**config.mk**
```make
export PLATFORM = sky130hd
export DESIGN_NAME = irq_coalescer
export DESIGN_NICKNAME = d
export VERILOG_FILES = /design/src/rtl/irqc_pkg.sv /design/src/rtl/irqc_cfg_regs.sv /design/src/rtl/irqc_trigger.sv /design/src/rtl/irqc_msg_port.sv /design/src/rtl/irq_coalescer.sv
export SDC_FILE = /design/constraint.sdc
export NUM_CORES = 1
export LEC_CHECK = 0
export BUFFER_PORTS_ARGS = -buffer_cell sky130_fd_sc_hd__buf_2
export CORE_UTILIZATION = 50
export CTS_CLUSTER_DIAMETER = 200
export CTS_CLUSTER_SIZE = 12
export DETAILED_ROUTE_END_ITERATION = 12
export PLACE_DENSITY = 0.83
export SYNTH_ARGS = -nofsm -noshare
export SYNTH_HDL_FRONTEND = slang
export SYNTH_SLANG_ARGS = --single-unit
```
**constraint.sdc**
```tcl
create_clock -name clk -period 2.5 [get_ports clk]
set_input_delay 0.125 -clock clk [delete_from_list [all_inputs] [get_ports clk]]
set_output_delay 0.125 -clock clk [all_outputs]
set_load 0.01 [all_outputs]
```
**src/rtl/irqc_pkg.sv**
```systemverilog
package irqc_pkg;
    localparam int CNT_W   = 15;
    localparam int TMO_W   = 13;
    localparam int ADDR_W  = 48;
    localparam int DATA_W  = 32;
    localparam int OFF_W   = 12;
    localparam int HI_W    = ADDR_W - 32;
    localparam int EN_BIT  = 18;

    localparam logic [OFF_W-1:0] OFF_CTRL = 12'h018;
    localparam logic [OFF_W-1:0] OFF_TMO  = 12'h810;
    localparam logic [OFF_W-1:0] OFF_ALO  = 12'h050;
    localparam logic [OFF_W-1:0] OFF_AHI  = 12'h054;
    localparam logic [OFF_W-1:0] OFF_DATA = 12'h014;

    typedef enum logic [2:0] {
        SEL_NONE, SEL_CTRL, SEL_TMO, SEL_ALO, SEL_AHI, SEL_DATA
    } irqc_sel_e;

    typedef struct packed {
        logic [CNT_W-1:0]  thr;
        logic              tmr_en;
        logic [TMO_W-1:0]  tmo;
        logic [ADDR_W-1:0] addr;
        logic [DATA_W-1:0] data;
    } irqc_cfg_t;

    typedef struct packed {
        logic [ADDR_W-1:0] addr;
        logic [DATA_W-1:0] data;
    } irqc_msg_t;

    function automatic irqc_sel_e irqc_decode(input logic [OFF_W-1:0] off);
        irqc_sel_e s;
        case (off)
            OFF_CTRL: s = SEL_CTRL;
            OFF_TMO:  s = SEL_TMO;
            OFF_ALO:  s = SEL_ALO;
            OFF_AHI:  s = SEL_AHI;
            OFF_DATA: s = SEL_DATA;
            default:  s = SEL_NONE;
        endcase
        return s;
    endfunction
endpackage

```
**src/rtl/irqc_cfg_regs.sv**
```systemverilog
module irqc_cfg_regs
    import irqc_pkg::*;
(
    input  logic              clk,
    input  logic              rst,
    input  logic              we,
    input  logic [OFF_W-1:0]  addr,
    input  logic [DATA_W-1:0] wdata,
    output irqc_cfg_t         cfg
);
    irqc_sel_e sel;

    always_comb sel = irqc_decode(addr);

    always_ff @(posedge clk) begin
        if (rst) begin
            cfg <= '0;
        end else if (we) begin
            case (sel)
                SEL_CTRL: begin
                    cfg.thr    <= wdata[CNT_W-1:0];
                    cfg.tmr_en <= wdata[EN_BIT];
                end
                SEL_TMO:  cfg.tmo               <= wdata[TMO_W-1:0];
                SEL_ALO:  cfg.addr[31:0]        <= wdata;
                SEL_AHI:  cfg.addr[ADDR_W-1:32] <= wdata[HI_W-1:0];
                SEL_DATA: cfg.data              <= wdata;
                default:  ;
            endcase
        end
    end
endmodule

```
**src/rtl/irqc_trigger.sv**
```systemverilog
module irqc_trigger
    import irqc_pkg::*;
(
    input  logic             clk,
    input  logic             rst,
    input  logic [CNT_W-1:0] pend_cnt,
    input  logic [CNT_W-1:0] thr,
    input  logic             tmr_en,
    input  logic [TMO_W-1:0] tmo,
    input  logic             busy,
    output logic             fire,
    output logic             armed
);
    logic [CNT_W-1:0] prev_cnt;
    logic [TMO_W-1:0] ticks;
    logic             nonzero;
    logic             rising;
    logic             cnt_hit;
    logic             tmo_hit;
    logic             run;

    always_comb begin
        nonzero = (pend_cnt != '0);
        rising  = (pend_cnt > prev_cnt);
        cnt_hit = (pend_cnt >= thr);
        tmo_hit = tmr_en && (ticks >= tmo);
        fire    = armed && nonzero && !busy && (cnt_hit || tmo_hit);
        run     = armed && nonzero && !fire;
    end

    always_ff @(posedge clk) begin
        if (rst) begin
            prev_cnt <= '0;
            ticks    <= '0;
            armed    <= 1'b1;
        end else begin
            prev_cnt <= pend_cnt;
            if (!run)
                ticks <= '0;
            else if (ticks != {TMO_W{1'b1}})
                ticks <= ticks + 1'b1;
            if (fire)
                armed <= 1'b0;
            else if (rising)
                armed <= 1'b1;
        end
    end
endmodule

```
**src/rtl/irqc_msg_port.sv**
```systemverilog
module irqc_msg_port
    import irqc_pkg::*;
(
    input  logic      clk,
    input  logic      rst,
    input  logic      fire,
    input  irqc_msg_t msg_in,
    input  logic      ready,
    output logic      valid,
    output irqc_msg_t msg_out
);
    always_ff @(posedge clk) begin
        if (rst) begin
            valid   <= 1'b0;
            msg_out <= '0;
        end else if (fire) begin
            valid   <= 1'b1;
            msg_out <= msg_in;
        end else if (valid && ready) begin
            valid   <= 1'b0;
        end
    end
endmodule

```
**src/rtl/irq_coalescer.sv**
```systemverilog
module irq_coalescer
    import irqc_pkg::*;
(
    input  logic              clk,
    input  logic              rst,
    input  logic [CNT_W-1:0]  pend_cnt,
    input  logic              cfg_we,
    input  logic [OFF_W-1:0]  cfg_addr,
    input  logic [DATA_W-1:0] cfg_wdata,
    output logic              msg_valid,
    input  logic              msg_ready,
    output logic [ADDR_W-1:0] msg_addr,
    output logic [DATA_W-1:0] msg_data
);
    irqc_cfg_t        cfg;
    irqc_msg_t        staged;
    irqc_msg_t        held;
    logic             fire;
    logic             armed;
    logic [CNT_W-1:0] cfg_thr;
    logic             cfg_tmr_en;

    assign cfg_thr    = cfg.thr;
    assign cfg_tmr_en = cfg.tmr_en;
    assign staged     = '{addr: cfg.addr, data: cfg.data};

    irqc_cfg_regs u_regs (
        .clk   (clk),
        .rst   (rst),
        .we    (cfg_we),
        .addr  (cfg_addr),
        .wdata (cfg_wdata),
        .cfg   (cfg)
    );

    irqc_trigger u_trig (
        .clk      (clk),
        .rst      (rst),
        .pend_cnt (pend_cnt),
        .thr      (cfg.thr),
        .tmr_en   (cfg.tmr_en),
        .tmo      (cfg.tmo),
        .busy     (msg_valid),
        .fire     (fire),
        .armed    (armed)
    );

    irqc_msg_port u_port (
        .clk     (clk),
        .rst     (rst),
        .fire    (fire),
        .msg_in  (staged),
        .ready   (msg_ready),
        .valid   (msg_valid),
        .msg_out (held)
    );

    assign msg_addr = held.addr;
    assign msg_data = held.data;
endmodule

```
# == Word level (Yosys, flattened, before mapping) ==
# Index checks and enable logic that the tools add are counted.
# classes
add_sub_neg,1
order_cmp,3
n_eq_ne,11
mux,5
bitwise,1
reduce_logical,18
# ops
op,count
"equality test 12 x 5 -> 1 bit, second input constant",2
"equality test 12 x 7 -> 1 bit, second input constant",2
greater-or-equal comparator 15 bit,1
> comparator 15 bit,1
one-hot mux 3 bit (5 select lines),1
nonzero test 15 bit,1
"adder 13 x 1 -> 13 bit, second input constant",1
greater-or-equal comparator 13 bit,1
"inequality test 13 bit, second input constant",1
"equality test 12 bit, second input constant",1
AND reduction 2 bit,5
"equality test 3 x 2 -> 1 bit, second input constant",2
"equality test 3 bit, second input constant",2
logical AND 1 bit,6
two-way mux 1 bit,4
nonzero test 2 bit,2
"equality test 3 x 1 -> 1 bit, second input constant",1
zero test 1 bit,2
OR reduction 2 bit,1
logical OR 1 bit,1
inverter 1 bit,1
# totals
regBits,219
out_inout_bits,81

# == Logic depth before layout (Yosys ltp) ==
# depth
word_depth,8
mapped_depth,10

# == Hierarchy ==
# A second synthesis with hierarchy kept.
# unflattened
cells_unflattened,920
hier_area_um2,9519.1
# modules_own_cells
mod,instances,cells_each,area_per_inst_um2,seq_area_each_um2
irqc_cfg_regs,1,401,4498.1,2182.1
irqc_msg_port,1,262,2905.3,1621.6
irqc_trigger,1,257,2115.8,580.6

# == Worst setup path before layout ==
# No wires, ideal clock.
# synth_timing
path_kind,register -> register
startpoint,"register, netlist name u_regs.cfg[102]"
endpoint,register u_port.msg_out[0] (netlist bit)
arrival_time_ps,2085
slack_ps,343
path_stages_with_launch,11
cell_sequence,dfxtp_1 > inv_1 > ha_1 > a211o_1 > o211ai_1 > a211o_1 > o311a_1 > a311oi_2 > buf_4 > buf_6 > mux2i_1
# synth_via
elab_chain_len,3
# synth_lines
item,line,text
greater-or-equal comparator 15 bit,irqc_trigger.sv:25,cnt_hit = (pend_cnt >= thr);
logical OR 1 bit,irqc_trigger.sv:27,fire = armed && nonzero && !busy && (cnt_hit || tmo_hit);
logical AND 1 bit,irqc_trigger.sv:27,
end signal: assignment,irqc_msg_port.sv:18,msg_out <= msg_in;
end: declaration,irqc_msg_port.sv:10,output irqc_msg_t msg_out
# Every way passes these cells.
# A chain may end at the register's enable or synchronous reset.

# == Worst setup path after layout ==
# layout_timing
startpoint,register u_trig.ticks[2]
endpoint,register u_port.msg_out[6] (netlist bit)
# layout_via
elab_chain_len,4
# layout_lines
item,line,text
start: declaration,irqc_trigger.sv:15,logic [TMO_W-1:0] ticks;
start signal: assignment,irqc_trigger.sv:41,ticks <= ticks + 1'b1;
greater-or-equal comparator 13 bit,irqc_trigger.sv:26,tmo_hit = tmr_en && (ticks >= tmo);
logical AND 1 bit,irqc_trigger.sv:26,
logical OR 1 bit,irqc_trigger.sv:27,
logical AND 1 bit,irqc_trigger.sv:27,
# Every way passes these cells.

==> run summary <==
Crit Path Category -> reg2reg
clock-pin slew reported for the worst setup and hold paths after clock tree synthesis -> 0.06 ns
detailed-routing iteration count for the pre-antenna-repair pass -> 9
crit path capture -> u_port.msg_out[6]
reg2reg end -> u_port.msg_out[6]
number of buffers inserted during clock tree synthesis -> 22
number of primary I/O pins -> 144
actual transition at the worst max-transition pin -> 0.768 ns
Layout area overhead -> 26.2%
proportion of layout cells with a drive suffix above 1 -> 18.5%
number of design rule violations left after detail routing -> 1
length in cells of the worst reg-to-reg path -> 10
Core ar. -> 18600 um2
routed length on met2 -> 12000 um
unrepaired setup endpoints after global routing -> yes
Net Count, Synth -> 1184
min cycle time layout -> 2.59 ns
y dimension of the die -> 140 um
routability-driven placement congestion ratio -> 0.874
Cells after DPL -> 1412
DR vias -> 8036
worst skew pair latency -> 0.49 ns
first element of the critical path -> u_trig.ticks[2]
internal reg-to-reg setup slack -> -0.09 ns
number of buffers on the longest clock path -> 3
count leader, synth -> sky130_fd_sc_hd__dfxtp_1
portion of the post-synthesis area used by sequential elements -> 46.1%
post-route antenna net violation count -> 0
outcome -> finished with violations
violated checks -> design-rule violations, negative setup slack
clock tree from TritonCTS -> built
number of antenna violations at the first check in global routing -> 0
Final HPWL DP -> 14600 um
clock sink count -> 219
CP required -> 2.91 ns
routed length on met1 -> 10700 um
Post-Synthesis Cells -> 1077
uppermost signal routing layer after detailed routing -> met4
width of the die -> 140 um
mean number of vias per cell -> 5.35
wire length of the first global-routing pass -> 36600 um
Die Area -> 19600 um2
proportion of register bits with asynchronous set or reset after synthesis -> 0%
Max-slew headroom -> 48.8%
peak clock frequency supported by timing -> 386 MHz
Synth area leaders -> sky130_fd_sc_hd__dfxtp_1 46%, sky130_fd_sc_hd__nand2b_1 11%, sky130_fd_sc_hd__mux2i_1 10%
Routed met3 length -> 1280 um
combined area of all synthesized cells -> 9500 um2
Most used DFF post-synth -> sky130_fd_sc_hd__dfxtp_1
detailed-route wire length -> 24900 um
maximum level of the CTS H-tree -> 1
core utilization of the finished layout -> 64.3%
ratio of total power to cell area -> 616 nW/um2
library cell used as clock root buffer -> sky130_fd_sc_hd__clkbuf_16
maximum number of pins on one net before global-route repair -> 88
finished layout cell area -> 12000 um2
final max-slew violation count -> 0
biggest fanout along the worst timing path -> 6
post-route non-filler standard cell count -> 1503
post-placement cell area -> 10500 um2
Clock Skew -> 0.00807 ns
Inserted Diodes -> 0
Distinct cells, synth -> 41
Synth warnings -> 0
kind of start point of the critical path -> register
total track usage -> 23.0%
number of register bits inferred by synthesis -> 219
NumNets Final -> 1376
starting density of the core -> 51.0%
Arr. time, crit path -> 3.00 ns
via count of the first global-routing pass -> 7476
portion of the clock cycle consumed by the worst path in the final layout -> 104%
mean routed wirelength per cell -> 16.5 um
largest area contributor in the netlist -> sky130_fd_sc_hd__dfxtp_1
Pleak -> 4.74 nW
fraction of synthesized cell area taken by the top area cell type -> 46.1%
final hold violation count -> 0
Avg Cell Area, Syn -> 8.82 um2
type of the most critical hold path -> in2reg
num rows -> 50
number of port buffers -> 143
Final Worst Setup Slack -> -0.0905 ns
Max IR drop VDD -> 0.506 mV
capturing element type of the critical path -> register
list of most frequent post-synthesis cells -> 219 x sky130_fd_sc_hd__dfxtp_1, 194 x sky130_fd_sc_hd__nand2_1, 160 x sky130_fd_sc_hd__nand2b_1
leftover overflow at the end of global routing -> 0
EDFF count, synth -> 0
number of endpoints failing setup at the final stage -> 80
Total Power -> 0.00738 W
Reg2Reg Launch Point -> u_trig.ticks[2]
number of maximum-capacitance constraint violations -> 0
1st-iter DRT viols -> 500
-- state kept, by name, indices dropped and copies added (netlist names) --
| name | flops |
|---|---|
| u_trig.armed | 1 |
| u_port.msg_out | 80 |
| u_regs.cfg | 109 |
| u_port.valid | 1 |
| u_trig.prev_cnt | 15 |
| u_trig.ticks | 13 |
-- power breakdown --
| group | leakage (nW) | switching [W] | internal (W) | total, W |
|---|---|---|---|---|
| combinational | 2.68 | 0.000436 | 0.000518 | 0.000954 |
| clock | 0.289 | 0.00128 | 0.00162 | 0.00290 |
| sequential | 1.77 | 0.0000140 | 0.00351 | 0.00353 |
-- kinds of logic (layout without fill, tap and decap cells) --
| group | count (synthesis) | count (layout) | share of synthesized area [%] |
|---|---|---|---|
| AND/OR/NAND/NOR | 465 | 465 | 24.5 |
| flip-flops | 219 | 219 | 46.1 |
| AO/OA/AOI/OAI | 136 | 136 | 7.87 |
| buffers and inverters | 107 | 299 | 4.70 |
| multiplexers | 97 | 97 | 10.2 |
| adder cells (fa/ha/maj) | 44 | 44 | 5.79 |
| XOR/XNOR | 9 | 9 | 0.830 |
-- repair_timing --
| action | CTS | global route |
|---|---|---|
| hold buffers | 48 | 0 |
| setup endpoints to repair | 0 | 73 |
| setup buffers | 0 | 10 |
| gates resized for setup | 0 | 30 |
| endpoints found under the hold margin | 109 | 0 |
-- through the flow --
step	hold slack, ns	TNS (ns)	setup slack (ns)
after detailed placement	0.382	0	0.0848
after CTS	0.0416	0	0.0488
final	0.0572	-2.53	-0.0905
after global routing	0.0679	-7.30	-0.145
after global placement	0.377	0	0.150
after floorplan	0.253	0	0.343
-- how the worst min path moves through the flow --
stage	startpoint	end	depth (start not counted)
2_1_floorplan	pend_cnt[10]	u_trig.prev_cnt[10]	1
3_3_place_gp	cfg_wdata[29]	u_regs.cfg[61]	3
3_5_place_dp	cfg_wdata[28]	u_regs.cfg[60]	3
4_1_cts	rst	u_regs.cfg[70]	2
5_1_grt	rst	u_regs.cfg[69]	2
6_report	rst	u_regs.cfg[70]	2
-- placed cells by master (no fill, tap or decap), types with 20 or more instances in the layout --
cell                              n
sky130_fd_sc_hd__buf_2          142
sky130_fd_sc_hd__a21oi_1        106
sky130_fd_sc_hd__buf_4           21
sky130_fd_sc_hd__nor2b_1         20
sky130_fd_sc_hd__inv_1           41
sky130_fd_sc_hd__dlygate4sd3_1   48
sky130_fd_sc_hd__clkbuf_16       31
sky130_fd_sc_hd__nand2_1        194
sky130_fd_sc_hd__ha_1            39
sky130_fd_sc_hd__mux2i_1         95
sky130_fd_sc_hd__nor2_1          32
sky130_fd_sc_hd__dfxtp_1        209
sky130_fd_sc_hd__nand2b_1       160
-- worst max-delay path, cell delays in order (launching register included) --
cell and delay, ns:
sky130_fd_sc_hd__dfxtp_2 0.37, sky130_fd_sc_hd__ha_4 0.28, sky130_fd_sc_hd__nand4_1 0.13, sky130_fd_sc_hd__o22ai_1 0.24
sky130_fd_sc_hd__o21ai_1 0.11, sky130_fd_sc_hd__a211o_1 0.35, sky130_fd_sc_hd__a311oi_4 0.30, sky130_fd_sc_hd__buf_6 0.18
sky130_fd_sc_hd__clkbuf_16 0.17, sky130_fd_sc_hd__clkbuf_16 0.16, sky130_fd_sc_hd__mux2i_1 0.21
-- layer usage --
metal  GRT usage (%)  vias to the layer above
li1                -                     3911
met3            3.54                       70
met4            8.50                        0
met2            39.4                      263
met1            29.3                     3792
met5               0                        -
-- layout make-up --
cell class / instances / area (um2)
Clock buffer: 23 / 576
Inverter: 44 / 165
Multi-Input combinational cell: 751 / 4780
Clock inverter: 1 / 11.3
Sequential cell: 219 / 4400
Fill cell: 1393 / 6650
Timing Repair Buffer: 231 / 1770
Tap cell: 234 / 293
(Power assumes the default switching activity.)
